==> config.mk <==
export PLATFORM = sky130hd
export DESIGN_NAME = owsrch_triplet
export DESIGN_NICKNAME = d
export VERILOG_FILES = /design/src/rtl/owt_pkg.sv /design/src/rtl/owt_decide.sv /design/src/rtl/owt_ctrl.sv /design/src/rtl/owt_result.sv /design/src/rtl/owsrch_triplet.sv
export SDC_FILE = /design/constraint.sdc
export NUM_CORES = 1
export LEC_CHECK = 0
export BUFFER_PORTS_ARGS = -buffer_cell sky130_fd_sc_hd__buf_4
export CORE_MARGIN = 2
export CORE_UTILIZATION = 43
export CTS_CLUSTER_DIAMETER = 40
export DETAILED_ROUTE_END_ITERATION = 7
export PLACE_DENSITY = 0.73
export SYNTH_ARGS = -nofsm -noshare
export SYNTH_HDL_FRONTEND = slang
export SYNTH_HIERARCHICAL = 1
export SYNTH_SLANG_ARGS = --single-unit
==> constraint.sdc <==
create_clock -name clk -period 1.7 [get_ports clk]
set_input_delay 0.34 -clock clk [delete_from_list [all_inputs] [get_ports clk]]
set_output_delay 0.34 -clock clk [all_outputs]
set_load 0.01 [all_outputs]
==> src/rtl/owt_pkg.sv <==
package owt_pkg;

  typedef enum logic [1:0] {
    ST_IDLE  = 2'd0,
    ST_ISSUE = 2'd1,
    ST_WAIT  = 2'd2
  } seq_state_e;

  typedef enum logic [1:0] {
    PH_IDBIT = 2'd0,
    PH_CPBIT = 2'd1,
    PH_WRDIR = 2'd2
  } seq_phase_e;

  localparam logic [2:0] CODE_NODEV = 3'b011;

  typedef struct packed {
    logic       dir;
    logic       write;
    logic [2:0] code;
  } branch_t;

endpackage

==> src/rtl/owt_decide.sv <==
module owt_decide
  import owt_pkg::*;
(
  input  logic    id_bit,
  input  logic    cp_bit,
  input  logic    pref,
  output branch_t br
);

  always_comb begin
    br.write = !(id_bit && cp_bit);
    if (id_bit == cp_bit) br.dir = id_bit ? 1'b0 : pref;
    else                  br.dir = id_bit;
    br.code = {br.dir, cp_bit, id_bit};
  end

endmodule

==> src/rtl/owt_ctrl.sv <==
module owt_ctrl
  import owt_pkg::*;
#(
  parameter int DW = 8
) (
  input  logic          clk,
  input  logic          rst_n,
  input  logic          start,
  input  logic          pref_dir,
  output logic          busy,
  output logic          req_valid,
  input  logic          req_ready,
  output logic          req_wr,
  output logic          req_bit,
  input  logic          cpl_valid,
  input  logic [DW-1:0] cpl_data,
  input  logic          cpl_tmo,
  output logic          fin,
  output logic          fin_abort,
  output logic [2:0]    fin_code
);

  seq_state_e st_q;
  seq_phase_e ph_q;
  logic       pref_q, id_q, cp_q, dir_q;
  logic       rx_bit, cp_in;
  branch_t    br;

  assign rx_bit = cpl_data[0];

  generate
    if (DW > 1) begin : g_hi
      logic unused_hi;
      assign unused_hi = ^cpl_data[DW-1:1];
    end
  endgenerate

  assign cp_in = (ph_q == PH_CPBIT) ? rx_bit : cp_q;

  owt_decide u_decide (
    .id_bit (id_q),
    .cp_bit (cp_in),
    .pref   (pref_q),
    .br     (br)
  );

  logic waiting;
  assign waiting   = (st_q == ST_WAIT);
  assign busy      = (st_q != ST_IDLE);
  assign req_valid = (st_q == ST_ISSUE);
  assign req_wr    = (ph_q == PH_WRDIR);
  assign req_bit   = (ph_q == PH_WRDIR) ? dir_q : 1'b0;

  assign fin_abort = waiting && cpl_tmo;
  assign fin = waiting && (cpl_tmo || (cpl_valid &&
               ((ph_q == PH_WRDIR) || ((ph_q == PH_CPBIT) && !br.write))));
  assign fin_code = fin_abort ? CODE_NODEV : br.code;

  always_ff @(posedge clk or negedge rst_n) begin
    if (!rst_n) begin
      st_q   <= ST_IDLE;
      ph_q   <= PH_IDBIT;
      pref_q <= 1'b0;
      id_q   <= 1'b0;
      cp_q   <= 1'b0;
      dir_q  <= 1'b0;
    end else begin
      unique case (st_q)
        ST_IDLE: begin
          if (start) begin
            st_q   <= ST_ISSUE;
            ph_q   <= PH_IDBIT;
            pref_q <= pref_dir;
          end
        end
        ST_ISSUE: begin
          if (req_ready) st_q <= ST_WAIT;
        end
        ST_WAIT: begin
          if (cpl_tmo) begin
            st_q <= ST_IDLE;
            ph_q <= PH_IDBIT;
          end else if (cpl_valid) begin
            unique case (ph_q)
              PH_IDBIT: begin
                id_q <= rx_bit;
                ph_q <= PH_CPBIT;
                st_q <= ST_ISSUE;
              end
              PH_CPBIT: begin
                cp_q  <= rx_bit;
                dir_q <= br.dir;
                if (br.write) begin
                  ph_q <= PH_WRDIR;
                  st_q <= ST_ISSUE;
                end else begin
                  ph_q <= PH_IDBIT;
                  st_q <= ST_IDLE;
                end
              end
              default: begin
                ph_q <= PH_IDBIT;
                st_q <= ST_IDLE;
              end
            endcase
          end
        end
        default: st_q <= ST_IDLE;
      endcase
    end
  end

  // request fields stay put under back-pressure
  p_req_hold_r9: assert property (@(posedge clk) disable iff (!rst_n)
    (req_valid && !req_ready) |=> (req_valid && $stable(req_wr) && $stable(req_bit)));

  // no write is requested after both bits read as 1
  p_no_wr_nodev_r2: assert property (@(posedge clk) disable iff (!rst_n)
    (req_valid && req_wr) |-> !(id_q && cp_q));

  // a start while busy does not restart the sequence
  p_start_busy_r8: assert property (@(posedge clk) disable iff (!rst_n)
    (busy && start && req_valid && !req_ready) |=> (req_valid && $stable(req_wr)));

endmodule

==> src/rtl/owt_result.sv <==
module owt_result
  import owt_pkg::*;
(
  input  logic       clk,
  input  logic       rst_n,
  input  logic       fin,
  input  logic       fin_abort,
  input  logic [2:0] fin_code,
  output logic       done,
  output logic       err,
  output logic [2:0] result
);

  always_ff @(posedge clk or negedge rst_n) begin
    if (!rst_n) begin
      done   <= 1'b0;
      err    <= 1'b0;
      result <= 3'b000;
    end else begin
      done <= fin;
      if (fin) begin
        err    <= fin_abort;
        result <= fin_code;
      end
    end
  end

  // done is a single-cycle pulse
  p_done_pulse_r7: assert property (@(posedge clk) disable iff (!rst_n)
    done |=> !done);

  // an aborted step reports the no-device code
  p_abort_code_r6: assert property (@(posedge clk) disable iff (!rst_n)
    (done && err) |-> (result == CODE_NODEV));

  // result and error flag hold between steps
  p_result_hold_r7: assert property (@(posedge clk) disable iff (!rst_n)
    !$past(fin) |-> ($stable(result) && $stable(err)));

endmodule

==> src/rtl/owsrch_triplet.sv <==
module owsrch_triplet
  import owt_pkg::*;
#(
  parameter int DW = 8
) (
  input  logic          clk,
  input  logic          rst_n,
  input  logic          start,
  input  logic          pref_dir,
  output logic          busy,
  output logic          done,
  output logic          err,
  output logic [2:0]    result,
  output logic          req_valid,
  input  logic          req_ready,
  output logic          req_wr,
  output logic          req_bit,
  input  logic          cpl_valid,
  input  logic [DW-1:0] cpl_data,
  input  logic          cpl_tmo
);

  logic       fin, fin_abort;
  logic [2:0] fin_code;

  owt_ctrl #(.DW(DW)) u_ctrl (
    .clk       (clk),
    .rst_n     (rst_n),
    .start     (start),
    .pref_dir  (pref_dir),
    .busy      (busy),
    .req_valid (req_valid),
    .req_ready (req_ready),
    .req_wr    (req_wr),
    .req_bit   (req_bit),
    .cpl_valid (cpl_valid),
    .cpl_data  (cpl_data),
    .cpl_tmo   (cpl_tmo),
    .fin       (fin),
    .fin_abort (fin_abort),
    .fin_code  (fin_code)
  );

  owt_result u_result (
    .clk       (clk),
    .rst_n     (rst_n),
    .fin       (fin),
    .fin_abort (fin_abort),
    .fin_code  (fin_code),
    .done      (done),
    .err       (err),
    .result    (result)
  );

  // busy is low whenever done is reported
  p_done_idle_r7: assert property (@(posedge clk) disable iff (!rst_n)
    done |-> !busy);

endmodule

Word level (Yosys, flattened, before mapping)
Cells that the tools add are included.
{ "totals": {"register_bits": 13, "out_inout_bits": 9, "word_cells": 53} }
{ "op_classes": {"n_eq_ne": 8, "muxes": 18, "bitwise": 1, "n_reduce_logical": 17} }
{ "ops": {"columns": ["op", "count"], "rows": [
  ["2-to-1 mux 2 bit", 8],
  ["case mux 2 bit (2 select lines)", 3],
  ["AND reduction 3 bit", 3],
  ["AND reduction 4 bit", 2],
  ["case mux 2 bit (3 select lines)", 1],
  ["logical AND 1 bit", 5],
  ["2-to-1 mux 1 bit", 5],
  ["== test 2 x 1 -> 1 bit, second input constant", 2],
  ["== test 2 bit, second input constant", 2],
  ["logical NOT 2 bit", 2],
  ["nonzero test 2 bit", 2],
  ["2-to-1 mux 3 bit", 1],
  ["inequality test 3 bit, second input constant", 1],
  ["logical OR 1 bit", 2],
  ["inequality test 2 x 1 -> 1 bit, second input constant", 1],
  ["inequality test 2 bit, second input constant", 1],
  ["AND reduction 2 bit", 1],
  ["== test 1 bit", 1],
  ["NOT 1 bit", 1]
]} }

Depth between registers and ports, before layout
{ "depth": {"word_depth": 8, "depth_mapped": 8, "mapped_depth_nobuf": 8} }

Cells and area by module
The synthesis kept the hierarchy.
{ "modules_own_cells": {"columns": ["module", "n_inst", "cells_per_inst", "area_each_um2", "seq_area_each_um2"], "rows": [
  ["owt_ctrl", 1, 48, 480.5, 200.2],
  ["owt_result", 1, 9, 170.2, 125.1],
  ["owt_decide", 1, 8, 57.6, 0.0]
]} }

Worst setup path after synthesis
Ideal clock, no wire load.
{ "synth_timing": {"path_type": "reg2reg", "start": "reg u_ctrl.ph_q[1]", "end": "reg u_result.err", "setup_time_ns": 0.125, "arrival_ns": 1.739, "required_time_ns": 1.575, "path_slack_ns": -0.163, "path_stages_with_launch": 9, "n_path_buf": 0, "synth_period_minus_slack_ns": 1.863, "cell_sequence": "dfrtp_1 -> nand2b_1 -> mux2_2 -> ha_1 -> inv_1 -> nor3b_1 -> o211ai_1 -> nand2_1 -> mux2_2"} }
{ "synth_between": {"elab_chain_cells": 8, "elab_cells_between_ends": 9} }
{ "synth_lines": {"columns": ["element", "line_no", "source"], "rows": [
  ["start, declared", "owt_ctrl.sv:24", "seq_phase_e ph_q;"],
  ["start signal, assigned", "owt_ctrl.sv:62", "ph_q <= PH_IDBIT;"],
  ["start signal, assigned", "owt_ctrl.sv:72", "ph_q <= PH_IDBIT;"],
  ["start signal, assigned", "owt_ctrl.sv:82", "ph_q <= PH_IDBIT;"],
  ["== test 2 x 1 -> 1 bit", "owt_ctrl.sv:38", "assign cp_in = (ph_q == PH_CPBIT) ? rx_bit : cp_q;"],
  ["2-to-1 mux 1 bit", "owt_ctrl.sv:38", null],
  ["named net u_ctrl.cp_in", "owt_ctrl.sv:26", "logic rx_bit, cp_in;"],
  ["logical AND 1 bit", "owt_decide.sv:11", "br.write = !(id_bit && cp_bit);"],
  ["logical AND 1 bit", "owt_ctrl.sv:56", "((ph_q == PH_WRDIR) || ((ph_q == PH_CPBIT) && !br.write))));"],
  ["logical OR 1 bit", "owt_ctrl.sv:56", null],
  ["logical AND 1 bit", "owt_ctrl.sv:55", "assign fin = waiting && (cpl_tmo || (cpl_valid &&"],
  ["logical OR 1 bit", "owt_ctrl.sv:55", null],
  ["logical AND 1 bit", "owt_ctrl.sv:55", null],
  ["named net fin", "owsrch_triplet.sv:23", "logic fin, fin_abort;"],
  ["end signal, assigned", "owt_result.sv:22", "err <= fin_abort;"],
  ["end, declared", "owt_result.sv:10", "output logic err,"]
]} }
The timed path passes the listed nets, and every way through them passes these cells.
A chain may end at the register's enable or synchronous reset.

Worst setup path in the final report
{ "layout_timing": {"start": "reg u_ctrl.ph_q[1]", "end": "reg u_result.result[0]"} }
{ "layout_between": {"elab_chain_cells": 8, "elab_cells_between_ends": 9} }
{ "layout_lines": {"columns": ["element", "line_no", "source"], "rows": [
  ["== test 2 x 1 -> 1 bit", "owt_ctrl.sv:38", null],
  ["2-to-1 mux 1 bit", "owt_ctrl.sv:38", null],
  ["named net u_ctrl.cp_in", "owt_ctrl.sv:26", null],
  ["logical AND 1 bit", "owt_decide.sv:11", null],
  ["logical AND 1 bit", "owt_ctrl.sv:56", null],
  ["logical OR 1 bit", "owt_ctrl.sv:56", null],
  ["logical AND 1 bit", "owt_ctrl.sv:55", null],
  ["logical OR 1 bit", "owt_ctrl.sv:55", null],
  ["logical AND 1 bit", "owt_ctrl.sv:55", null],
  ["named net fin", "owsrch_triplet.sv:23", null],
  ["end signal, assigned", "owt_result.sv:23", "result <= fin_code;"],
  ["end, declared", "owt_result.sv:11", "output logic [2:0] result"]
]} }
The timed path passes the listed nets, and every way through them passes these cells.

==> qor.csv <==
metric,value,unit
clkSinkCount,13,
cp_max_fo,5,
fin_crit,1840,ps
ios,24,
yosys.area_share.simple,20.1,%
first_global_vias,540,
reg2reg_to,u_result/result[0],
internal-power,0.893,mW
syn_area,708,sq um
whs_path_depth,3,
syn_avg_cell_area,10.9,sq um
syn_to_final_growth,36.7,%
holdCritPathClass,input pin to register,
synth-xor-area-share,0,%
p_switching,0.452,mW
min_from,req_ready,
finalClockSkew,1.82,ps
final_antenna_net_count,0,
io_buffers,16,
cp-start-kind,register,
rrSetupSlack,-140,ps
ir_worst_vdd,914,uV
synth_fa_ha_area_share,1.77,%
cts_tree,yes,
layout_common_cells,"23 x buf_4, 13 x dfrtp_1, 6 x mux2_4, 5 x nand2_1, 5 x inv_1",
antenna_found_initial,0,
routed_wl,1350,microns
ys_warn_count,6,
clock_latency,270,ps
start_util,46.5,%
cts.htree.levels,1,
r2r-start,u_ctrl/ph_q[1],
maxSlewViolCount,0,
power_switching_share,33.6,%
grt_max_degree,14,
violations,setup timing,
power-per-cell-area,1390,nW/um^2
outcome,"finished, violations left",
reg2regPathDepth,8,
timing.hold.ws,287,ps
p_comb_share,48.3,%
leakage,0.499,nW
nets,107,
final_common_cell,buf_4,
required,1860,ps
die_x,44.6,microns
drive_gt1_share,52.2,%
coreArea,1520,sq um
diodes,0,
timing.final.ws_setup,-142,ps
clkSlewWorstSetupHoldPaths,70,ps
setup_viol,5,
vias_per_cell,5.00,
cts_root_buf,clkbuf_4,
gp_congestion,0.802,
place_area,897,sq um
std_cell_rows,14,
first_pass_iters,4,
ys_ff_latch,13,
ys_seq_area_share,45.9,%
grt_pass1_wl,2320,microns
p_clk_share,13.5,%
synth_top_family_by_area,simple AND/OR/NAND/NOR gates,
grt_overflow_total,0,
syn-num-nets,81,
fmax,0.543,GHz
grt_usage,16.8,%
fin_crit_sh,108,%
vias,530,
netlist_instances,65,
synth_compound_area_share,7.07,%
worst_ep_arrival_time,2000,ps
hold_viol_final,0,
wl_per_cell,12.7,microns
yosysUniqueCellTypes,22,
cts.path.max_buffers,2,
end_kind,register,
power_frac_seq,38.2,%
finalInstanceArea,968,sq um
die_y,44.6,microns
drtIter0Drc,7,
rsz0062_at_grt,yes,
relSlewSlack,71.6,%
numCtsBuffers,3,
hold_end,u_ctrl/st_q[1],
timing_worst_slew_pin_value,424,ps
drc_errors,0,
die-area,1990,sq um
cap_violations,0,
synth_mux_area_share,18.7,%
path_class,register to register,
dp_hpwl,1030,microns
## cells by family after synthesis
family                   after synthesis
AND/OR/NAND/NOR                       24
flip-flops                            13
multiplexers                          11
buffers and inverters                  9
AO/OA/AOI/OAI                          7
adder cells (fa/ha/maj)                1
## synthesized netlist by cell type (all sizes together)
cell type	n	share of area [%]
dfrtp	13	46
mux2	9	16
nand2	7	4.1
inv	6	3.2
nand2b	5	5.5
nor2	4	2.1
buf	3	3.2
nor2b	3	2.7
o21ai	3	2.7
a211oi	2	2.1
and2	2	1.8
mux2i	2	2.8
and4bb	1	2.3
ha	1	1.8
nand3	1	0.71
nor3b	1	1.1
o211ai	1	1.1
o2bb2ai	1	1.2
## power by group through the flow
stage / Clock (mW) / Sequential (mW) / Combinational (mW)
after floorplan: 0 / 0.526 / 0.407
after CTS: 0.190 / 0.506 / 0.611
after detailed placement: 0 / 0.512 / 0.600
after global routing: 0.208 / 0.529 / 0.708
final: 0.181 / 0.514 / 0.649
after global placement: 0 / 0.501 / 0.575
## per-layer routing
| layer | up-vias | wire [microns] | global-route usage (%) |
|---|---|---|---|
| met2 | 14 | 713 | 29.0 |
| li1 | 267 | - | - |
| met1 | 246 | 549 | 18.6 |
| met5 | - | 0 | 0 |
| met4 | 0 | 17 | 4.85 |
| met3 | 3 | 66 | 7.35 |
## timing repair
| action | CTS | global route |
|---|---|---|
| endpoints found under the hold margin | 13 | 0 |
| pin swaps | 2 | 0 |
| gates resized for setup | 0 | 4 |
| endpoints found under the setup margin | 4 | 7 |
| buffers inserted | 1 | 1 |
| hold buffers | 1 | 0 |
## state kept, by name, summed over array words and instances (netlist names)
name / flops
u_ctrl/dir_q: 1
u_result/result: 3
u_ctrl/id_q: 1
u_ctrl/st_q: 2
u_result/done: 1
u_ctrl/ph_q: 2
u_ctrl/cp_q: 1
u_ctrl/pref_q: 1
u_result/err: 1
## critical path, stage by stage, from the launching register on
cell and delay (ps):
dfrtp_1 390, nand2b_4 150, mux2_4 320, ha_4 160, inv_2 50, nor3b_2 40, o211ai_1 180, nand2_2 130
mux2_4 310
## worst max path at each step
| stage | end | from | cells after the start |
|---|---|---|---|
| after global placement | u_result/result[0] | u_ctrl/ph_q[1] | 8 |
| after global routing | u_result/err | u_ctrl/ph_q[1] | 8 |
| final | u_result/result[0] | u_ctrl/ph_q[1] | 8 |
| after floorplan | u_result/err | u_ctrl/ph_q[1] | 8 |
| after detailed placement | u_result/result[0] | u_ctrl/ph_q[1] | 8 |
| after CTS | u_result/result[0] | u_ctrl/ph_q[1] | 8 |
## area by class of cell
class | count | area (sq um)
multi-input cells | 43 | 392
inverters | 6 | 22.5
clock buffers | 4 | 26.3
repair buffers | 24 | 183
well taps | 16 | 20.0
flip-flops and latches | 13 | 325
fillers | 132 | 556
## stage by stage
stage / setup slack (ps) / setup TNS [ps] / util (%) / instances / power, mW
CTS: -130 / -489 / 61.7 / 105 / 1.31
floorplan: -148 / -619 / - / 65 / 0.933
finish: -142 / -547 / 63.5 / 106 / 1.34
global route: -232 / -1030 / 63.5 / 106 / 1.45
detailed placement: -132 / -481 / 58.9 / 99 / 1.11
global placement: -125 / -454 / 58.9 / 99 / 1.08
Note: power is estimated with default switching activity, not from simulation.
